### src/rtl/pcap_pkg.sv
package pcap_pkg;

    typedef enum logic [2:0] {
        ST_IDLE,
        ST_FILL_PRE,
        ST_ARMED,
        ST_POST,
        ST_DONE
    } pcap_state_e;

endpackage

### src/rtl/pcap_cfg.sv
module pcap_cfg #(
    parameter int ADDR_W = 4
) (
    input  logic            clk,
    input  logic            rst_n,
    input  logic            load,
    input  logic [ADDR_W:0] size_in,
    input  logic [ADDR_W:0] post_in,
    output logic [ADDR_W:0] size_q,
    output logic [ADDR_W:0] post_q,
    output logic [ADDR_W:0] pre_q
);
    localparam int CNT_W = ADDR_W + 1;
    localparam logic [ADDR_W:0] DEPTH_V = CNT_W'(1) << ADDR_W;
    localparam logic [ADDR_W:0] MIN_V   = CNT_W'(2);

    logic [ADDR_W:0] size_c;
    logic [ADDR_W:0] post_c;

    always_comb begin
        if (size_in < MIN_V)
            size_c = MIN_V;
        else if (size_in > DEPTH_V)
            size_c = DEPTH_V;
        else
            size_c = size_in;

        if (post_in == '0 || post_in >= size_c)
            post_c = size_c - CNT_W'(1);
        else
            post_c = post_in;
    end

    always_ff @(posedge clk) begin
        if (!rst_n) begin
            size_q <= MIN_V;
            post_q <= CNT_W'(1);
        end else if (load) begin
            size_q <= size_c;
            post_q <= post_c;
        end
    end

    assign pre_q = size_q - post_q;

endmodule

### src/rtl/pcap_wptr.sv
module pcap_wptr #(
    parameter int ADDR_W = 4
) (
    input  logic              clk,
    input  logic              rst_n,
    input  logic              clr,
    input  logic              adv,
    input  logic [ADDR_W:0]   size,
    output logic [ADDR_W-1:0] ptr
);
    localparam int CNT_W = ADDR_W + 1;

    logic at_end;
    assign at_end = ({1'b0, ptr} == size - CNT_W'(1));

    always_ff @(posedge clk) begin
        if (!rst_n)
            ptr <= '0;
        else if (clr)
            ptr <= '0;
        else if (adv)
            ptr <= at_end ? '0 : ptr + ADDR_W'(1);
    end

endmodule

### src/rtl/pcap_cnt.sv
module pcap_cnt #(
    parameter int CNT_W = 5
) (
    input  logic             clk,
    input  logic             rst_n,
    input  logic             clr,
    input  logic             ld_one,
    input  logic             inc,
    output logic [CNT_W-1:0] cnt
);
    always_ff @(posedge clk) begin
        if (!rst_n)
            cnt <= '0;
        else if (clr)
            cnt <= '0;
        else if (ld_one)
            cnt <= CNT_W'(1);
        else if (inc)
            cnt <= cnt + CNT_W'(1);
    end

endmodule

### src/rtl/pretrig_capture_ctrl.sv
module pretrig_capture_ctrl
    import pcap_pkg::*;
#(
    parameter int ADDR_W = 4,
    parameter int DATA_W = 8
) (
    input  logic              clk,
    input  logic              rst_n,
    input  logic              start,
    input  logic [ADDR_W:0]   mem_size,
    input  logic [ADDR_W:0]   post_len,
    input  logic              smp_valid,
    input  logic [DATA_W-1:0] smp_data,
    input  logic              trig_in,
    output logic              wr_en,
    output logic [ADDR_W-1:0] wr_addr,
    output logic [DATA_W-1:0] wr_data,
    output logic              armed,
    output logic              done,
    output logic [ADDR_W-1:0] trig_pos,
    output logic [ADDR_W-1:0] oldest_addr
);
    localparam int CNT_W = ADDR_W + 1;

    pcap_state_e       state, state_nxt;
    logic [ADDR_W:0]   cfg_size, cfg_post, cfg_pre;
    logic [ADDR_W-1:0] wptr;
    logic [ADDR_W:0]   cnt;
    logic [ADDR_W-1:0] trig_q;

    logic active, accept, fill_last, trig_hit, post_last;
    logic cnt_clr, cnt_one, cnt_inc;

    pcap_cfg #(.ADDR_W(ADDR_W)) i_cfg (
        .clk     (clk),
        .rst_n   (rst_n),
        .load    (start),
        .size_in (mem_size),
        .post_in (post_len),
        .size_q  (cfg_size),
        .post_q  (cfg_post),
        .pre_q   (cfg_pre)
    );

    pcap_wptr #(.ADDR_W(ADDR_W)) i_wptr (
        .clk   (clk),
        .rst_n (rst_n),
        .clr   (start),
        .adv   (accept),
        .size  (cfg_size),
        .ptr   (wptr)
    );

    pcap_cnt #(.CNT_W(CNT_W)) i_cnt (
        .clk    (clk),
        .rst_n  (rst_n),
        .clr    (cnt_clr),
        .ld_one (cnt_one),
        .inc    (cnt_inc),
        .cnt    (cnt)
    );

    // Qualification of samples and phase events
    always_comb begin
        active    = (state == ST_FILL_PRE) || (state == ST_ARMED) || (state == ST_POST);
        accept    = active && smp_valid && !start;
        fill_last = accept && (state == ST_FILL_PRE) && (cnt + CNT_W'(1) == cfg_pre);
        trig_hit  = accept && (state == ST_ARMED) && trig_in;
        post_last = (accept && (state == ST_POST) && (cnt + CNT_W'(1) == cfg_post))
                 || (trig_hit && cfg_post == CNT_W'(1));
        cnt_clr   = start || fill_last;
        cnt_one   = trig_hit;
        cnt_inc   = accept && !fill_last && !trig_hit;
    end

    // Next-state decision
    always_comb begin
        state_nxt = state;
        if (start) begin
            state_nxt = ST_FILL_PRE;
        end else begin
            unique case (state)
                ST_IDLE:     state_nxt = ST_IDLE;
                ST_FILL_PRE: if (fill_last) state_nxt = ST_ARMED;
                ST_ARMED:    if (trig_hit)  state_nxt = post_last ? ST_DONE : ST_POST;
                ST_POST:     if (post_last) state_nxt = ST_DONE;
                ST_DONE:     state_nxt = ST_DONE;
                default:     state_nxt = ST_IDLE;
            endcase
        end
    end

    // State register and trigger address capture
    always_ff @(posedge clk) begin
        if (!rst_n) begin
            state  <= ST_IDLE;
            trig_q <= '0;
        end else begin
            state <= state_nxt;
            if (trig_hit)
                trig_q <= wptr;
        end
    end

    // Outputs
    always_comb begin
        wr_en       = accept;
        wr_addr     = wptr;
        wr_data     = smp_data;
        armed       = (state == ST_ARMED);
        done        = (state == ST_DONE);
        trig_pos    = done ? trig_q : '0;
        oldest_addr = done ? wptr : '0;
    end

endmodule

### config.mk
export PLATFORM = sky130hd
export DESIGN_NAME = pretrig_capture_ctrl
export DESIGN_NICKNAME = d
export VERILOG_FILES = /design/src/rtl/pcap_pkg.sv /design/src/rtl/pcap_cfg.sv /design/src/rtl/pcap_wptr.sv /design/src/rtl/pcap_cnt.sv /design/src/rtl/pretrig_capture_ctrl.sv
export SDC_FILE = /design/constraint.sdc
export NUM_CORES = 1
export LEC_CHECK = 0
export ABC_AREA = 1
export BUFFER_PORTS_ARGS = -buffer_cell sky130_fd_sc_hd__buf_2
export CAP_MARGIN = 20
export CORE_MARGIN = 5
export CORE_UTILIZATION = 49
export CTS_BUF_LIST = sky130_fd_sc_hd__clkbuf_16
export DETAILED_ROUTE_END_ITERATION = 10
export PLACE_DENSITY = 0.84
export SYNTH_ARGS = -nofsm -noshare
export SYNTH_HDL_FRONTEND = slang
export SYNTH_SLANG_ARGS = --single-unit
### constraint.sdc
create_clock -name clk -period 2 [get_ports clk]
set_input_delay 0.3 -clock clk [delete_from_list [all_inputs] [get_ports clk]]
set_output_delay 0.3 -clock clk [all_outputs]
set_load 0.005 [all_outputs]
# [After elaboration in Yosys (flattened, before gate mapping)]
# Cells that the tools add are included.
[totals] ff_bits=26 out_inout_bits=23 elab_cells=71
[classes] addsub=5 magnitude_cmp=3 n_eq_ne=14 muxes=14 n_bitwise=1 n_reduce_logical=26
[op_table] op="5-bit 2-to-1 mux" count=3
[op_table] op="3-bit 2-to-1 mux" count=4
[op_table] op="4-bit 2-to-1 mux" count=3
[op_table] op="3-bit case mux with 4 select lines" count=1
[op_table] op="1-bit logical AND" count=11
[op_table] op="5-bit == test" count=2
[op_table] op="5-bit by 1-bit subtractor with 5-bit output (second input constant)" count=2
[op_table] op="3-bit by 2-bit == test with 1-bit output (second input constant)" count=2
[op_table] op="3-bit inequality test (second input constant)" count=2
[op_table] op="3-bit AND reduction" count=2
[op_table] op="5-bit by 1-bit adder with 5-bit output (second input constant)" count=1
[op_table] op="4-bit by 5-bit == test with 1-bit output" count=1
[op_table] op="5-bit by 1-bit == test with 1-bit output (second input constant)" count=1
[op_table] op="5-bit >= comparator" count=1
[op_table] op="5-bit greater-than comparator (second input constant)" count=1
[op_table] op="5-bit zero test" count=1
[op_table] op="1-bit logical OR" count=5
[op_table] op="5-bit by 2-bit less-than comparator with 1-bit output (second input constant)" count=1
[op_table] op="5-bit subtractor" count=1
[op_table] op="4-bit by 1-bit adder with 4-bit output (second input constant)" count=1
[op_table] op="2-bit inequality test (second input constant)" count=2
[op_table] op="2-bit OR reduction" count=2
[op_table] op="3-bit by 1-bit == test with 1-bit output (second input constant)" count=1
[op_table] op="3-bit == test (second input constant)" count=1
[op_table] op="other kinds (7)" count=11

# [Depth between registers and ports, before layout]
# Gate-level depths: netlist (run 1).
[logic_depth] depth_word=13 mapped_depth=15

# [Modules after synthesis]
# Synthesis (run 1) repeated with hierarchy kept, for this count alone.
[unflattened] hier_cells=367 area_unflattened_um2=2279.7
[by_module_without_submodules] mod="pcap_cfg" n_inst=1 cells_each=128 area_per_inst_um2=875.8
[by_module_without_submodules] mod="pretrig_capture_ctrl" n_inst=1 cells_each=149 area_per_inst_um2=837.1
[by_module_without_submodules] mod="pcap_wptr" n_inst=1 cells_each=55 area_per_inst_um2=331.6
[by_module_without_submodules] mod="pcap_cnt" n_inst=1 cells_each=35 area_per_inst_um2=235.2

# [Worst setup path after synthesis (run 1)]
# Ideal clock, no wire load.
[synth_timing] path_type="reg-to-reg" start="register i_cfg.size_q[0]" end="register state[1]" arrival_time_ns=1.862 required_time_ns=1.888 setup_slack_ns=0.026 path_stages_with_launch=12 n_path_buf=0 synth_period_minus_slack_ns=1.974 path_cell_list="dfxtp_1 inv_1 ha_1 fa_1 xor2_1 nand3_1 nor2_2 nand3_4 nand2_2 nand3_2 nor2_1 nor2_1"
[synth_via] elab_chain_cells=5
[synth_rtl] element="start, declared" line="pcap_cfg.sv:9" source="output logic [ADDR_W:0] size_q,"
[synth_rtl] element="start signal, assigned" line="pcap_cfg.sv:39" source="size_q <= size_c;"
[synth_rtl] element="5-bit subtractor" line="pcap_cfg.sv:44" source="assign pre_q = size_q - post_q;"
[synth_rtl] element="5-bit == test" line="pretrig_capture_ctrl.sv:67" source="fill_last = accept && (state == ST_FILL_PRE) && (cnt + CNT_W'(1) == cfg_pre);"
[synth_rtl] element="1-bit logical AND" line="pretrig_capture_ctrl.sv:67"
[synth_rtl] element="2-bit inequality test (no source line)"
[synth_rtl] element="3-bit AND reduction (no source line)"
[synth_rtl] element="end signal, assigned" line="pretrig_capture_ctrl.sv:99" source="state <= state_nxt;"
[synth_rtl] element="end, declared" line="pretrig_capture_ctrl.sv:25" source="pcap_state_e state, state_nxt;"
# Every way passes these cells.
# A chain may end at the register's enable or synchronous reset.

# [Worst setup path after layout (run 1)]
[layout_timing] start="register i_cfg.size_q[0]" end="register state[0]"
[layout_via] elab_chain_cells=5
[layout_rtl] element="5-bit subtractor" line="pcap_cfg.sv:44"
[layout_rtl] element="5-bit == test" line="pretrig_capture_ctrl.sv:67"
[layout_rtl] element="1-bit logical AND" line="pretrig_capture_ctrl.sv:67"
[layout_rtl] element="3-bit inequality test (no source line)"
[layout_rtl] element="3-bit AND reduction (no source line)"
# Every way passes these cells.

==> flow_summary.ini, run 1 <==
[synth]
synth_fp_nets = 350
synthTopCellsByArea = dfxtp_1 25%, nand2_1 12%, inv_1 8.6%
synth.most_common_cell = nand2_1
synth_common_cells = 66 x nand2_1, 47 x inv_1, 39 x nor2_1
synthArstFlopShare_pct = 0
ys_ff_latch = 26
syn_area_sq_um = 2050
syn_avg_cell_area_sq_um = 6.56
synthCells = 313
ys_types = 31
yosysWarnings = 0
synth_top_flop_cell = dfxtp_1
synth_top_area_share_pct = 25.4
yosysTopAreaCell = dfxtp_1
ys_seq_area_share_pct = 25.4
synth-edff-count = 0

[placed_design]
hpwl_microns = 3910
port_buffers = 29
dp.cells = 403
gp_congestion = 0.900
post_dp_cell_area_sq_um = 2340

[finish]
drive_above_1_share_pct = 27.5
synthToLayoutAreaGrowth_pct = 25.9
n_antenna_cell = 0
final_nets = 401
stdcell_area_sq_um = 2580
fin_util_pct = 64.1
instances_no_fill = 413

[setup_path]
crit_top_cell = nor2_2
worstPathRequired_ns = 2.16
slowest_stage = fa_2
start_kind = flip-flop
r2r_slack_ns = -0.11
critPathMaxStageDelay_ns = 0.53
cp.arrival_ns = 2.28
crit_fanout = 6
worstSetupPathType = flip-flop to flip-flop
cp_cell_sequence = inv_2 > ha_4 > fa_2 > xor2_1 > nand3_1 > nor2_2 > nand3_4 > nand2_4 > nand3_2 > nor2_2 > nor2_1
endpoint_kind = flip-flop

[sta]
post-route-period-util_pct = 106
max_freq_mhz = 473
slew_headroom_pct = 65.8
report.final.slew_viol_count = 0
post-route-min-period_ns = 2.11
fin_ws_ns = -0.114
final-hold-violation-count = 0
worst_slew_pin_slew_ns = 0.511
skew_ns = 0.00432
rsz0062_at_grt = true
setup_viol = 7

[route]
via_per_inst = 5.38
drc = 0
ant_nets = 0
highest_layer = met4
drt_iter0_drc = 183
via_count = 2224
wl_met1_microns = 2250
post_drt_wl_per_cell_microns = 13.3
detail_route.first_pass.iterations = 5
wl_microns = 5490
wl_met3_microns = 314
wl_met2_microns = 2740

[clock_tree]
clock_sink_count = 26
clk_pin_slew_ns = 0.07
worstSkewPairLatency_ns = 0.26
cts-root-buf = clkbuf_16
cts_htree_levels = 1
cts_buffers = 3
cts_tree = built
cts_hold_buffers = 0
cts_buffer_depth = 2

[power]
leakage_uw = 0.00125
ir_drop_v = 0.000680
power_density_nw_per_um2 = 614
power.total_uw = 1590

[global_routing]
grt_pass1_vias = 2025
grt_pass1_wl_microns = 8400
grt_max_degree = 16
grt_usage_pct = 19.1
gr-total-overflow = 0
antenna_found_initial = 0

[floorplanning]
rows = 23
die_h_microns = 74.7
die-area_sq_um = 5580
pin_count = 46
initial_core_util_pct = 50.9
chipWidth_microns = 74.7
core-area_sq_um = 4030

[run]
cap_viol_max_count = 0

[run_status]
status = finished, violations left
violations = setup timing

[min_path]
hold_class = input pin to flip-flop
## metal layers
layer  global-route usage, %  vias up
met5                       0        -
met4                    7.91        0
met3                    3.07       22
met2                    33.9       89
met1                    23.0     1010
li1                        -     1103
## layout by cell type, fill, tap and decap left out, types with 6 or more instances in the layout
cell     count
nor2_2       6
buf_2       29
nand2_2      7
xor2_1       7
a21oi_1     12
ha_1        11
inv_1       46
nand3_1     26
nor2_1      34
o21ai_0     11
nand2_1     65
dfxtp_1     25
buf_4       27
## layout make-up
class,count,area (sq um)
clock inverter,1,30.0
clock buffer,3,75.1
timing repair buffer,56,348
multi-input combinational,225,1350
tap,50,62.6
inverter,52,195
sequential,26,522
fill,334,1450
## worst paths after layout
kind                         from               to  cells after the start
setup reg to reg  i_cfg.size_q[0]         state[0]                     11
setup / recovery  i_cfg.size_q[0]         state[0]                     11
hold / removal              start  i_cfg.post_q[2]                      2
hold reg to reg         trig_q[2]        trig_q[2]                      2
## sequential cells by signal, indices dropped and copies added, names as in the netlist
| signal | cells |
|---|---|
| i_cfg.post_q | 5 |
| i_cfg.size_q | 5 |
| i_cnt.cnt | 5 |
| i_wptr.ptr | 4 |
| state | 3 |
| trig_q | 4 |
## cell families (layout without fill, tap and decap cells)
family,after synthesis,in the layout,synth area share [%]
AOI/OAI and AO/OA,38,38,11.1
xor gates and xnor gates,11,11,4.70
adders and majority gates,14,14,8.90
buffers and inverters,63,112,13.5
DFF,26,26,25.4
muxes,1,1,0.488
and+or+nand+nor,160,161,35.9
## worst max-delay path: cells and delay by family (launching register included)
kind                       cells  cell delay (ns)
xor gates and xnor gates       1             0.16
adders and majority gates      2             0.69
buffers and inverters          1             0.05
DFF                            1             0.33
and+or+nand+nor                7             0.78
## repair_timing
item / in CTS / in global routing
endpoints found under the setup margin: 8 / 16
cloned: 0 / 1
pin swaps: 6 / 11
setup buffers: 2 / 3
gates resized for setup: 7 / 14
## metrics by stage
| step | TNS (ns) | hold WS, ns | setup slack [ns] |
|---|---|---|---|
| 2_1_floorplan | 0 | 0.407 | 0.0265 |
| 3_3_place_gp | -0.715 | 0.519 | -0.151 |
| 3_5_place_dp | -1.39 | 0.520 | -0.244 |
| 4_1_cts | -0.355 | 0.303 | -0.0894 |
| 5_1_grt | -1.62 | 0.327 | -0.187 |
| 6_report | -0.456 | 0.308 | -0.114 |
## where the power goes
part / switching (uW) / internal (uW)
Combinational: 250 / 183
Clock: 191 / 399
Sequential: 23.0 / 540
Total: 464 / 1120
No activity file was read; power rests on OpenSTA's default activity.
==> run 2: changes to the inputs <==
CORE_ASPECT_RATIO = 1.5   (was default)
SETUP_SLACK_MARGIN = 0.4   (was default)
==> flow_summary.ini, run 2 (synthesis results as in run 1) <==
[run_status]
status = finished, violations left
violations = setup timing

[sta]
worst_slew_pin_slew_ns = 0.442
report.final.slew_viol_count = 0
post-route-min-period_ns = 2.11
slew_headroom_pct = 70.4
setup_viol = 11
skew_ns = 0.00724
rsz0062_at_grt = true
final-hold-violation-count = 0
max_freq_mhz = 473
post-route-period-util_pct = 106
fin_ws_ns = -0.112

[clock_tree]
cts_htree_levels = 1
cts_tree = built
cts-root-buf = clkbuf_16
clock_sink_count = 26
cts_hold_buffers = 0
cts_buffers = 3
worstSkewPairLatency_ns = 0.27
cts_buffer_depth = 2
clk_pin_slew_ns = 0.07

[finish]
reg_top3 = i_cfg.post_q: 5 flops, i_cfg.size_q: 5 flops, i_cnt.cnt: 5 flops
filler_cell_count = 267
drive_above_1_share_pct = 40.1
mostFrequentLayoutCells = 58 x nand2_1, 39 x inv_1, 32 x buf_4
final_nets = 410
synthToLayoutAreaGrowth_pct = 40.7
n_antenna_cell = 0
final_common_cell = nand2_1
fin_util_pct = 72.3

[placed_design]
gp_congestion = 0.894
port_buffers = 29
hpwl_microns = 4120

[floorplanning]
rows = 28
initial_core_util_pct = 51.4
chipWidth_microns = 62.8
pin_count = 46
die_h_microns = 89.3
die-area_sq_um = 5610
core-area_sq_um = 3990

[min_path]
hold_start = post_len[0]
whs_endpoint = i_cfg.post_q[0]
holdPathStages = 3
hold_class = input pin to flip-flop

[power]
switching_share_pct = 32.8
clkPwrFrac_pct = 34.0
ir_drop_v = 0.000584
p_switching_uw = 578
power_density_nw_per_um2 = 610
p_comb_share_pct = 33.8
leakage_uw = 0.00135
p_int_uw = 1180
seqPwrFrac_pct = 32.2
power.total_uw = 1760

[route]
drc = 0
ant_nets = 0
drt_iter0_drc = 195
via_count = 2542
via_per_inst = 6.10
wl_microns = 8600
detail_route.first_pass.iterations = 5
post_drt_wl_per_cell_microns = 20.6

[global_routing]
gr-total-overflow = 0
grt_max_degree = 16
grt_pass1_wl_microns = 10500
grt_usage_pct = 23.5
grt_pass1_vias = 2375
antenna_found_initial = 0

[setup_path]
start_kind = input pin
worstPathRequired_ns = 2.15
cp.arrival_ns = 2.26
worstRegToRegCells = 11
r2r_start = i_cfg.size_q[0]
crit_fanout = 4
r2r_slack_ns = -0.08
r2r_end = state[0]
endpoint_kind = flip-flop
worstSetupPathType = input pin to flip-flop

[run]
cap_viol_max_count = 0
[run 2: cell types whose count changed in the layout (fill, tap and decap cells not counted), moves of 5 or more]
cell / previous run / this run
a21oi_1: 12 / 7
buf_4: 27 / 32
buf_6: 0 / 5
inv_1: 46 / 39
inv_2: 5 / 12
nand2_1: 65 / 58
nor2_1: 34 / 28
o21ai_0: 11 / 6
[run 2: layer usage]
metal | share of wire [%] | track usage (%)
met5 | 0 | 0
met4 | 8.0 | 14.9
met3 | 9.3 | 3.65
met2 | 51 | 45.2
met1 | 32 | 23.3
[run 2: power groups by stage]
stage / sequential, uW / clock, uW / combinational [uW]
6_report: 567 / 598 / 595
5_1_grt: 570 / 614 / 633
4_1_cts: 564 / 588 / 463
3_5_place_dp: 574 / 0 / 385
3_3_place_gp: 573 / 0 / 372
2_1_floorplan: 571 / 0 / 287
[run 2: cell type report]
| type | count | area [sq um] | area share [%] |
|---|---|---|---|
| multi-input cells | 225 | 1560 | 54.0 |
| flip-flops and latches | 26 | 524 | 18.2 |
| repair buffers | 65 | 447 | 15.5 |
| inverters | 52 | 195 | 6.76 |
| clock buffers | 3 | 75.1 | 2.60 |
| well taps | 45 | 56.3 | 1.95 |
| clock inverters | 1 | 30.0 | 1.04 |
[run 2: per-stage QoR]
step	cell area (sq um)	hold WS (ns)	std cells	TNS [ns]	setup WS [ns]
floorplan	2090	0.407	313	0	0.138
global placement	2340	0.519	393	-0.206	-0.0739
detailed placement	2340	0.534	393	-0.873	-0.219
CTS	2680	0.287	410	-0.0744	-0.0225
global route	2890	0.337	417	-2.17	-0.262
finish	2890	0.331	417	-0.453	-0.112
[run 2: worst max path at each step]
stage                                from               to  cells after the start  slack, ns
after floorplan           i_cfg.size_q[0]         state[1]                     11       0.14
after global placement        mem_size[1]  i_cfg.post_q[4]                     16      -0.07
after detailed placement      mem_size[1]  i_cfg.post_q[1]                     15      -0.22
after CTS                 i_cfg.size_q[0]     i_cnt.cnt[3]                     11      -0.02
after global routing      i_cfg.post_q[2]         state[0]                     12      -0.26
final                         mem_size[2]  i_cfg.post_q[4]                     14      -0.11
[run 2: timing repair]
| item | in CTS | in global routing |
|---|---|---|
| setup endpoints to repair | 18 | 21 |
| buffers inserted | 12 | 7 |
| pin swaps | 18 | 17 |
| gates resized for setup | 35 | 38 |
| gates cloned | 1 | 0 |
[run 2: critical path: stages]
cell and delay [ns]:
buf_8 0.10, nor2_4 0.13, buf_6 0.12, nand2_4 0.06, nand2_2 0.10, inv_2 0.07, ha_4 0.28, nand2_1 0.07
inv_1 0.08, nand4_1 0.34, nand3_4 0.28, o211ai_1 0.15, nand2_1 0.11, o21ai_1 0.07
